[src/rtl/pps_pkg.sv]
package pps_pkg;

  typedef enum logic [3:0] {
    ST_OFF,
    ST_RAMP,
    ST_SETTLE,
    ST_LOCK,
    ST_IMAGE,
    ST_ON,
    ST_BLOFF,
    ST_BLACK,
    ST_LINKOFF,
    ST_SRCOFF
  } pps_state_e;

  typedef struct packed {
    logic panel;
    logic link;
    logic video;
    logic black;
    logic bl;
    logic done;
  } pps_out_t;

  // Output levels of every step.
  function automatic pps_out_t pps_decode(pps_state_e s);
    pps_out_t o;
    o = '{panel: 1'b0, link: 1'b0, video: 1'b0, black: 1'b0, bl: 1'b0, done: 1'b0};
    case (s)
      ST_OFF:     o.done = 1'b1;
      ST_RAMP,
      ST_SETTLE,
      ST_SRCOFF:  o.panel = 1'b1;
      ST_LOCK,
      ST_BLACK:   begin o.panel = 1'b1; o.link = 1'b1; o.video = 1'b1; o.black = 1'b1; end
      ST_IMAGE,
      ST_BLOFF:   begin o.panel = 1'b1; o.link = 1'b1; o.video = 1'b1; end
      ST_ON:      begin o.panel = 1'b1; o.link = 1'b1; o.video = 1'b1; o.bl = 1'b1; o.done = 1'b1; end
      ST_LINKOFF: begin o.panel = 1'b1; o.video = 1'b1; o.black = 1'b1; end
      default:    o.done = 1'b1;
    endcase
    return o;
  endfunction

  // Steps of the bring-up path, where an off request is held pending.
  function automatic logic pps_on_rise_path(pps_state_e s);
    return (s == ST_RAMP) || (s == ST_SETTLE) || (s == ST_LOCK) || (s == ST_IMAGE);
  endfunction

  // Steps whose length is a tick count.
  function automatic logic pps_is_timed(pps_state_e s);
    return (s != ST_OFF) && (s != ST_ON) && (s != ST_BLACK);
  endfunction

  // Shut-down step whose outputs match a bring-up step that has just ended.
  function automatic pps_state_e pps_join_point(pps_state_e s);
    return ((s == ST_RAMP) || (s == ST_SETTLE)) ? ST_SRCOFF : ST_BLACK;
  endfunction

  // Frame pulses needed so that more than `frames` whole frames are black.
  function automatic int unsigned pps_frames_needed(int unsigned frames);
    return frames + 1;
  endfunction

  // A step of `len` ticks ends on the tick that brings the count to len.
  function automatic logic pps_count_reaches(int unsigned cnt, int unsigned len);
    return (cnt + 1) >= len;
  endfunction

endpackage

[src/rtl/pps_step_timer.sv]
module pps_step_timer #(
  parameter int unsigned W = 8
) (
  input  logic         clk,
  input  logic         rst_n,
  input  logic         restart,
  input  logic         en,
  input  logic         tick,
  input  logic [W-1:0] len,
  output logic         done
);
  import pps_pkg::*;

  logic [W-1:0] cnt_q;
  logic         reach;

  assign reach = pps_count_reaches(int'(cnt_q), int'(len));
  assign done  = en && tick && reach;

  always_ff @(posedge clk or negedge rst_n) begin
    if (!rst_n)                     cnt_q <= '0;
    else if (restart)               cnt_q <= '0;
    else if (en && tick && !reach)  cnt_q <= cnt_q + 1'b1;
  end

  // a low tick freezes the wait count
  p_freeze_r10: assert property (@(posedge clk) disable iff (!rst_n)
    (!tick && !restart) |=> $stable(cnt_q));

  // a step can only end on a tick
  p_end_on_tick_r10: assert property (@(posedge clk) disable iff (!rst_n)
    done |-> tick);

endmodule

[src/rtl/pps_frame_gate.sv]
module pps_frame_gate #(
  parameter int unsigned FRAMES = 2
) (
  input  logic clk,
  input  logic rst_n,
  input  logic restart,
  input  logic en,
  input  logic frame_start,
  output logic hit
);
  import pps_pkg::*;

  localparam int unsigned NEED = pps_frames_needed(FRAMES);
  localparam int unsigned FW   = $clog2(NEED + 1) + 1;

  logic [FW-1:0] fcnt_q;
  logic          reach;

  assign reach = pps_count_reaches(int'(fcnt_q), NEED);
  assign hit   = en && frame_start && reach;

  always_ff @(posedge clk or negedge rst_n) begin
    if (!rst_n)                           fcnt_q <= '0;
    else if (restart)                     fcnt_q <= '0;
    else if (en && frame_start && !reach) fcnt_q <= fcnt_q + 1'b1;
  end

  // the black step ends only on a frame pulse inside that step
  p_hit_on_pulse_r6: assert property (@(posedge clk) disable iff (!rst_n)
    hit |-> (frame_start && en));

  // outside the black step the pulse count stays cleared
  p_idle_clear_r6: assert property (@(posedge clk) disable iff (!rst_n)
    (!en && !restart && $past(!en)) |-> (fcnt_q == '0));

endmodule

[src/rtl/pps_seq_fsm.sv]
module pps_seq_fsm #(
  parameter int unsigned W          = 8,
  parameter int unsigned RAMP_CYC   = 4,
  parameter int unsigned SETTLE_CYC = 4,
  parameter int unsigned LOCK_CYC   = 4,
  parameter int unsigned IMAGE_CYC  = 4,
  parameter int unsigned BLOFF_CYC  = 4,
  parameter int unsigned GAP_CYC    = 4
) (
  input  logic                clk,
  input  logic                rst_n,
  input  logic                pwr_on_req,
  input  logic                pwr_off_req,
  input  logic                step_done,
  input  logic                frames_hit,
  output pps_pkg::pps_state_e state_q,
  output logic                step_adv,
  output logic                timed_en,
  output logic                frame_en,
  output logic [W-1:0]        step_len
);
  import pps_pkg::*;

  pps_state_e state_d;
  logic       off_pend_q;
  logic       off_now;
  logic       off_pend_d;

  // pending off request while on the bring-up path
  assign off_now    = pps_on_rise_path(state_q) && (off_pend_q || pwr_off_req);
  assign off_pend_d = pps_on_rise_path(state_d) && off_now;

  always_comb begin
    state_d = state_q;
    case (state_q)
      ST_OFF:     if (pwr_on_req) state_d = ST_RAMP;
      ST_RAMP:    if (step_done)  state_d = off_now ? pps_join_point(state_q) : ST_SETTLE;
      ST_SETTLE:  if (step_done)  state_d = off_now ? pps_join_point(state_q) : ST_LOCK;
      ST_LOCK:    if (step_done)  state_d = off_now ? pps_join_point(state_q) : ST_IMAGE;
      ST_IMAGE:   if (step_done)  state_d = off_now ? pps_join_point(state_q) : ST_ON;
      ST_ON:      if (pwr_off_req) state_d = ST_BLOFF;
      ST_BLOFF:   if (step_done)  state_d = ST_BLACK;
      ST_BLACK:   if (frames_hit) state_d = ST_LINKOFF;
      ST_LINKOFF: if (step_done)  state_d = ST_SRCOFF;
      ST_SRCOFF:  if (step_done)  state_d = ST_OFF;
      default:    state_d = ST_OFF;
    endcase
  end

  always_comb begin
    case (state_q)
      ST_RAMP:    step_len = W'(RAMP_CYC);
      ST_SETTLE:  step_len = W'(SETTLE_CYC);
      ST_LOCK:    step_len = W'(LOCK_CYC);
      ST_IMAGE:   step_len = W'(IMAGE_CYC);
      ST_BLOFF:   step_len = W'(BLOFF_CYC);
      ST_LINKOFF,
      ST_SRCOFF:  step_len = W'(GAP_CYC);
      default:    step_len = '0;
    endcase
  end

  assign step_adv = (state_d != state_q);
  assign timed_en = pps_is_timed(state_q);
  assign frame_en = (state_q == ST_BLACK);

  always_ff @(posedge clk or negedge rst_n) begin
    if (!rst_n) begin
      state_q    <= ST_OFF;
      off_pend_q <= 1'b0;
    end else begin
      state_q    <= state_d;
      off_pend_q <= off_pend_d;
    end
  end

  // only a request from the off state starts the ramp
  p_ramp_entry_r2: assert property (@(posedge clk) disable iff (!rst_n)
    (state_q == ST_RAMP && $past(state_q) != ST_RAMP) |-> ($past(state_q) == ST_OFF && $past(pwr_on_req)));

  // on requests never disturb the fully-on state
  p_on_ignored_r11: assert property (@(posedge clk) disable iff (!rst_n)
    (state_q == ST_ON && !pwr_off_req) |=> (state_q == ST_ON));

  // an early abort lands on the panel-only shut-down step
  p_abort_early_r8: assert property (@(posedge clk) disable iff (!rst_n)
    (state_q == ST_SRCOFF && $past(state_q) != ST_SRCOFF) |->
      ($past(state_q) == ST_LINKOFF || $past(state_q) == ST_SETTLE || $past(state_q) == ST_RAMP));

  // the black step is reached from backlight-off or a finished lock/image step
  p_abort_late_r9: assert property (@(posedge clk) disable iff (!rst_n)
    (state_q == ST_BLACK && $past(state_q) != ST_BLACK) |->
      ($past(state_q) == ST_BLOFF || $past(state_q) == ST_LOCK || $past(state_q) == ST_IMAGE));

endmodule

[src/rtl/panel_pwr_seq.sv]
module panel_pwr_seq #(
  parameter int unsigned RAMP_CYC     = 500000,
  parameter int unsigned SETTLE_CYC   = 1000000,
  parameter int unsigned LOCK_CYC     = 110000,
  parameter int unsigned IMAGE_CYC    = 1000,
  parameter int unsigned BLOFF_CYC    = 100000,
  parameter int unsigned GAP_CYC      = 1000,
  parameter int unsigned BLACK_FRAMES = 2
) (
  input  logic clk,
  input  logic rst_n,
  input  logic tick,
  input  logic pwr_on_req,
  input  logic pwr_off_req,
  input  logic frame_start,
  output logic panel_pwr_en,
  output logic link_pd_n,
  output logic video_en,
  output logic force_black,
  output logic backlight_en,
  output logic seq_done
);
  import pps_pkg::*;

  localparam int unsigned M1 = (RAMP_CYC  > SETTLE_CYC) ? RAMP_CYC  : SETTLE_CYC;
  localparam int unsigned M2 = (LOCK_CYC  > IMAGE_CYC)  ? LOCK_CYC  : IMAGE_CYC;
  localparam int unsigned M3 = (BLOFF_CYC > GAP_CYC)    ? BLOFF_CYC : GAP_CYC;
  localparam int unsigned M4 = (M1 > M2) ? M1 : M2;
  localparam int unsigned MAX_CYC = (M4 > M3) ? M4 : M3;
  localparam int unsigned W  = $clog2(MAX_CYC + 1) + 1;

  pps_state_e   state;
  logic         step_adv;
  logic         timed_en;
  logic         frame_en;
  logic [W-1:0] step_len;
  logic         step_done;
  logic         frames_hit;
  pps_out_t     outs;

  pps_seq_fsm #(
    .W(W), .RAMP_CYC(RAMP_CYC), .SETTLE_CYC(SETTLE_CYC), .LOCK_CYC(LOCK_CYC),
    .IMAGE_CYC(IMAGE_CYC), .BLOFF_CYC(BLOFF_CYC), .GAP_CYC(GAP_CYC)
  ) u_fsm (
    .clk(clk), .rst_n(rst_n), .pwr_on_req(pwr_on_req), .pwr_off_req(pwr_off_req),
    .step_done(step_done), .frames_hit(frames_hit), .state_q(state),
    .step_adv(step_adv), .timed_en(timed_en), .frame_en(frame_en), .step_len(step_len)
  );

  pps_step_timer #(.W(W)) u_timer (
    .clk(clk), .rst_n(rst_n), .restart(step_adv), .en(timed_en), .tick(tick),
    .len(step_len), .done(step_done)
  );

  pps_frame_gate #(.FRAMES(BLACK_FRAMES)) u_frames (
    .clk(clk), .rst_n(rst_n), .restart(step_adv), .en(frame_en),
    .frame_start(frame_start), .hit(frames_hit)
  );

  assign outs         = pps_decode(state);
  assign panel_pwr_en = outs.panel;
  assign link_pd_n    = outs.link;
  assign video_en     = outs.video;
  assign force_black  = outs.black;
  assign backlight_en = outs.bl;
  assign seq_done     = outs.done;

  // backlight only over live, unmasked video
  p_bl_needs_image_r12: assert property (@(posedge clk) disable iff (!rst_n)
    backlight_en |-> (panel_pwr_en && link_pd_n && video_en && !force_black));

  // link and source never run on an unpowered panel
  p_link_needs_panel_r12: assert property (@(posedge clk) disable iff (!rst_n)
    (link_pd_n || video_en) |-> panel_pwr_en);

  // the link wakes up on a powered panel with black forced
  p_link_rise_r3: assert property (@(posedge clk) disable iff (!rst_n)
    $rose(link_pd_n) |-> ($past(panel_pwr_en) && video_en && force_black));

  // backlight follows unmasked video
  p_bl_rise_r4: assert property (@(posedge clk) disable iff (!rst_n)
    $rose(backlight_en) |-> ($past(video_en) && !$past(force_black)));

  // backlight goes dark before black is forced again
  p_black_after_bl_r5: assert property (@(posedge clk) disable iff (!rst_n)
    ($rose(force_black) && $past(link_pd_n)) |-> !$past(backlight_en));

  // the link sleeps only on a frame pulse, with black still forced
  p_link_fall_r6: assert property (@(posedge clk) disable iff (!rst_n)
    $fell(link_pd_n) |-> ($past(frame_start) && force_black && !backlight_en));

  // panel power goes last
  p_panel_fall_r7: assert property (@(posedge clk) disable iff (!rst_n)
    $fell(panel_pwr_en) |-> (!video_en && !link_pd_n && seq_done));

  // the idle state shows all outputs off
  p_off_state_r1: assert property (@(posedge clk) disable iff (!rst_n)
    (seq_done && !backlight_en) |-> (!panel_pwr_en && !video_en && !force_black));

endmodule

[config.mk]
export PLATFORM = sky130hd
export DESIGN_NAME = panel_pwr_seq
export DESIGN_NICKNAME = d
export VERILOG_FILES = /design/src/rtl/pps_pkg.sv /design/src/rtl/pps_step_timer.sv /design/src/rtl/pps_frame_gate.sv /design/src/rtl/pps_seq_fsm.sv /design/src/rtl/panel_pwr_seq.sv
export SDC_FILE = /design/constraint.sdc
export NUM_CORES = 1
export LEC_CHECK = 0
export ABC_AREA = 1
export BUFFER_PORTS_ARGS = -buffer_cell sky130_fd_sc_hd__buf_4
export CORE_ASPECT_RATIO = 0.7
export CORE_UTILIZATION = 40
export DETAILED_ROUTE_END_ITERATION = 7
export GPL_TIMING_DRIVEN = 0
export MAX_ROUTING_LAYER = met4
export PLACE_DENSITY = 0.64
export SLEW_MARGIN = 5
export SYNTH_ARGS = -nofsm -noshare
export SYNTH_HDL_FRONTEND = slang
export SYNTH_HIERARCHICAL = 1
export SYNTH_SLANG_ARGS = --single-unit
export TNS_END_PERCENT = 100
[constraint.sdc]
create_clock -name clk -period 8.69 [get_ports clk]
set_input_delay 0.869 -clock clk [delete_from_list [all_inputs] [get_ports clk]]
set_output_delay 0.869 -clock clk [all_outputs]
set_load 0.01 [all_outputs]
==> reports/summary.txt <==
====================================================================================================
First-pass GRT wire length                                                                  13500 µm
Met3 Usage GRT                                                                                0.0323
Share of cells above drive strength 1                                                          0.168
Endpoint of the most critical register-to-register path                                 u_timer/cnt_q[6]$_DFFE_PN0P_
Total number of vias                                                                            3081
Clock-pin slew reported for the worst setup and hold paths after clock tree synthesis        0.05 ns
Core Util, Final                                                                               0.475
Total power divided by cell area                                                          172 mW/mm²
Vias in the first global route                                                                  2838
Horizontal extent of the die                                                                  109 µm
Met1 Track Usage GR                                                                            0.319
Number of core rows                                                                               26
Synthesized area per cell                                                                   6.47 µm²
Minimum clock period                                                                         4.93 ns
Clock tree from TritonCTS                                                                        yes
IR Drop Worst-Case VDD                                                                     0.0901 mV
Violation count after the first detailed-route iteration                                         334
Path category of the worst min-delay check                                                  in2async
Synth-to-layout area growth                                                                    11.2%
Total clock sinks                                                                                 29
Global-route usage over all layers                                                             0.212
Clock root buffer                                                                          clkbuf_16
DRC Markers                                                                                        0
Flop and latch count out of synthesis                                                             29
Final #Nets                                                                                      548
Leak pwr                                                                                     2.11 nW
Maximum fanout encountered on the critical timing path                                            10
Inserted Diodes                                                                                    0
Floorplan die height                                                                         76.9 µm
I/O pins                                                                                          12
Unique cell type count in the Yosys netlist                                                       32
Total clock buffers created by CTS                                                                 5
Worst EP arrival                                                                             5.09 ns
Number of detailed-route iterations in the first pass                                              5
Fin crit share                                                                                 0.568
Most area-consuming cells after synthesis                                               dfrtp_1, nand2_1, inv_1
Startpoint class of the critical path                                                      flip-flop
Setup slack on the worst flop-to-flop path                                                   3.76 ns
Max Cap Viol                                                                                       0
Sequential fraction of the synthesis area                                                      0.226
Largest area contributor in the synthesized netlist                                          dfrtp_1
Setup Buffers After CTS                                                                            0
Total grt overflow                                                                                 0
Number of cell instances on the worst register-to-register path                                   26
Max Clock Freq                                                                               203 MHz
Final weighted congestion of routability-driven global placement                               0.891
Number of antenna violations at the first check in global routing                                  0
Count of instances resized after the clock tree is built                                           0
Routed Wire Length                                                                           7780 µm
Level count of the clock H-tree                                                                    2
Synth warn                                                                                         6
GRT Max-Usage Layer                                                                             met1
Number of buffer cells added on primary ports                                                     11
Final-report hold violation count                                                                  0
Final number of setup-violating endpoints                                                          0
DIE AREA                                                                                 0.00839 mm²
Effective utilization at floorplan                                                             0.427
R2R Path Start                                                                          u_timer/cnt_q[0]$_DFFE_PN0P_
Buffers from clock root to sink, at most                                                           2
Kind of critical path                                                                        reg2reg
Post-Route Setup TNS                                                                            0 ns
Area of the placeable core                                                               0.00751 mm²
Number of standard cells after synthesis                                                         496
Outcome                                                                                 complete, no violations
RSZ-0062 raised after global routing                                                           false
Average detailed-routed wire length per instance                                             12.6 µm
Met2 GRT Util                                                                                  0.295
Sort of element at the end of the critical path                                            flip-flop
Clk_lat worst skew                                                                           0.27 ns
Clock Skew                                                                                0.00576 ns
HPWL after DPL                                                                               6270 µm
Worst Hold Slack                                                                            0.524 ns
Share of Yosys cell area claimed by the top area cell type                                     0.226
Number of nets with antenna violations after detailed routing                                      0
Critical path capture point                                                             u_timer/cnt_q[6]$_DFFE_PN0P_
Average vias per placed instance                                                                4.99
Count of final max-slew check failures                                                             0
Largest net degree at the start of global routing                                                 30
Number of buffers inserted for hold repair after clock tree synthesis                              0
Netlist area before placement                                                            0.00321 mm²
CP startpoint                                                                           u_timer/cnt_q[0]$_DFFE_PN0P_
Data required time at the worst endpoint                                                     8.85 ns
====================================================================================================
[critical path: stages (launching register included)]
cell      delay, ns
dfrtp_1        0.40
ha_1           0.19
nand2_1        0.10
nor2_2         0.22
nand2_1        0.16
nor2_1         0.22
nand2_1        0.10
xnor2_1        0.34
ha_1           0.18
nand2_1        0.06
nor3_1         0.36
nand3b_1       0.12
nor2_1         0.20
nor2_4         0.07
buf_6          0.15
nor2_1         0.28
inv_1          0.16
nand2_1        0.12
nand3_1        0.07
nor2_1         0.24
xor2_1         0.18
nor2_1         0.05
nand3_1        0.13
clkinv_1       0.22
buf_1          0.29
nand3_1        0.15
nand2_1        0.06
[area by class of cell]
class / count / area, µm²
clock buffer: 6 / 129
sequential: 29 / 726
clock inverter: 2 / 10.0
buffer: 18 / 131
multi-input combinational: 362 / 2030
timing repair buffer: 11 / 82.6
tap: 98 / 123
fill: 750 / 3950
inverter: 91 / 342
[metal layers]
metal / vias to the layer above / wire length [µm] / part of all wire
met1: 1382 / 4130 / 0.53
met3: 2 / 507 / 0.065
met5: - / 0 / 0
met2: 107 / 3120 / 0.40
li1: 1590 / - / -
met4: 0 / 23 / 0.0030
[worst min-delay path by stage]
stage | slack (ns) | end | cells past startpoint
6_report | 0.52 | u_timer/cnt_q[3]$_DFFE_PN0P_ | 1
5_1_grt | 0.56 | u_timer/cnt_q[3]$_DFFE_PN0P_ | 1
4_1_cts | 0.54 | u_frames/fcnt_q[0]$_DFFE_PN0P_ | 1
3_5_place_dp | 0.56 | u_timer/cnt_q[1]$_DFFE_PN0P_ | 2
3_3_place_gp | 0.56 | u_timer/cnt_q[1]$_DFFE_PN0P_ | 2
2_1_floorplan | 0.52 | u_timer/cnt_q[1]$_DFFE_PN0P_ | 2
[state kept, by name, indices dropped and copies added, names as in the netlist]
signal            count
u_fsm/state_q         4
u_timer/cnt_q        21
u_frames/fcnt_q       3
u_fsm/off_pend_q      1
[power breakdown]
group          total, mW  switching, mW  internal (mW)
Combinational      0.298          0.207         0.0906
Clock              0.163         0.0581          0.105
Sequential         0.154         0.0116          0.142
[cell usage in the layout (no fill, tap or decap), types with 11 or more instances in the layout]
cell | synthesis | routed
dfrtp_1 | 29 | 29
nand2_2 | 15 | 15
nand4_1 | 25 | 25
xor2_1 | 11 | 11
ha_1 | 24 | 24
buf_4 | 8 | 19
nand2_1 | 134 | 134
nand3_1 | 40 | 40
inv_1 | 82 | 82
nor2_1 | 48 | 48
[cells in the mapped netlist]
library cell and number:
nand4_1 25, and2_1 1, dfrtp_1 29, clkbuf_1 2
nor2_4 3, buf_4 8, buf_2 3, nand2_2 15
o21ai_2 1, nor2_8 2, buf_1 1, buf_6 4
o21ai_0 4, xor2_1 11, ha_1 24, a21oi_2 2
nand3_2 10, clkinv_1 1, or2_2 1, nor3_1 6
inv_2 8, conb_1 1, xnor2_1 7, nor2_2 10
nand2_1 134, inv_1 82, nor2_1 48, a21oi_1 5
nand3b_1 4, o22ai_1 2, nand2_4 2, nand3_1 40
[stage by stage]
stage               std cells  cell area, µm²  setup WS, ns  power (mW)
finish                    617            3570          3.76       0.615
CTS                       617            3570          3.84       0.615
global route              617            3570          3.35       0.665
detailed placement        609            3430          3.87       0.448
floorplan                 500            3220          4.78       0.373
global placement          609            3430          3.91       0.446
[kinds of logic (layout without fill, tap and decap cells)]
logic type,after synthesis,in the layout,synth area share
compound gates,14,14,0.0261
fa+ha+maj,24,24,0.0936
xor+xnor,18,18,0.0491
buf+inv,109,128,0.147
simple gates,301,301,0.457
flops,29,29,0.226
other cells,1,5,0.00117
No activity file was read; power rests on OpenSTA's default activity.
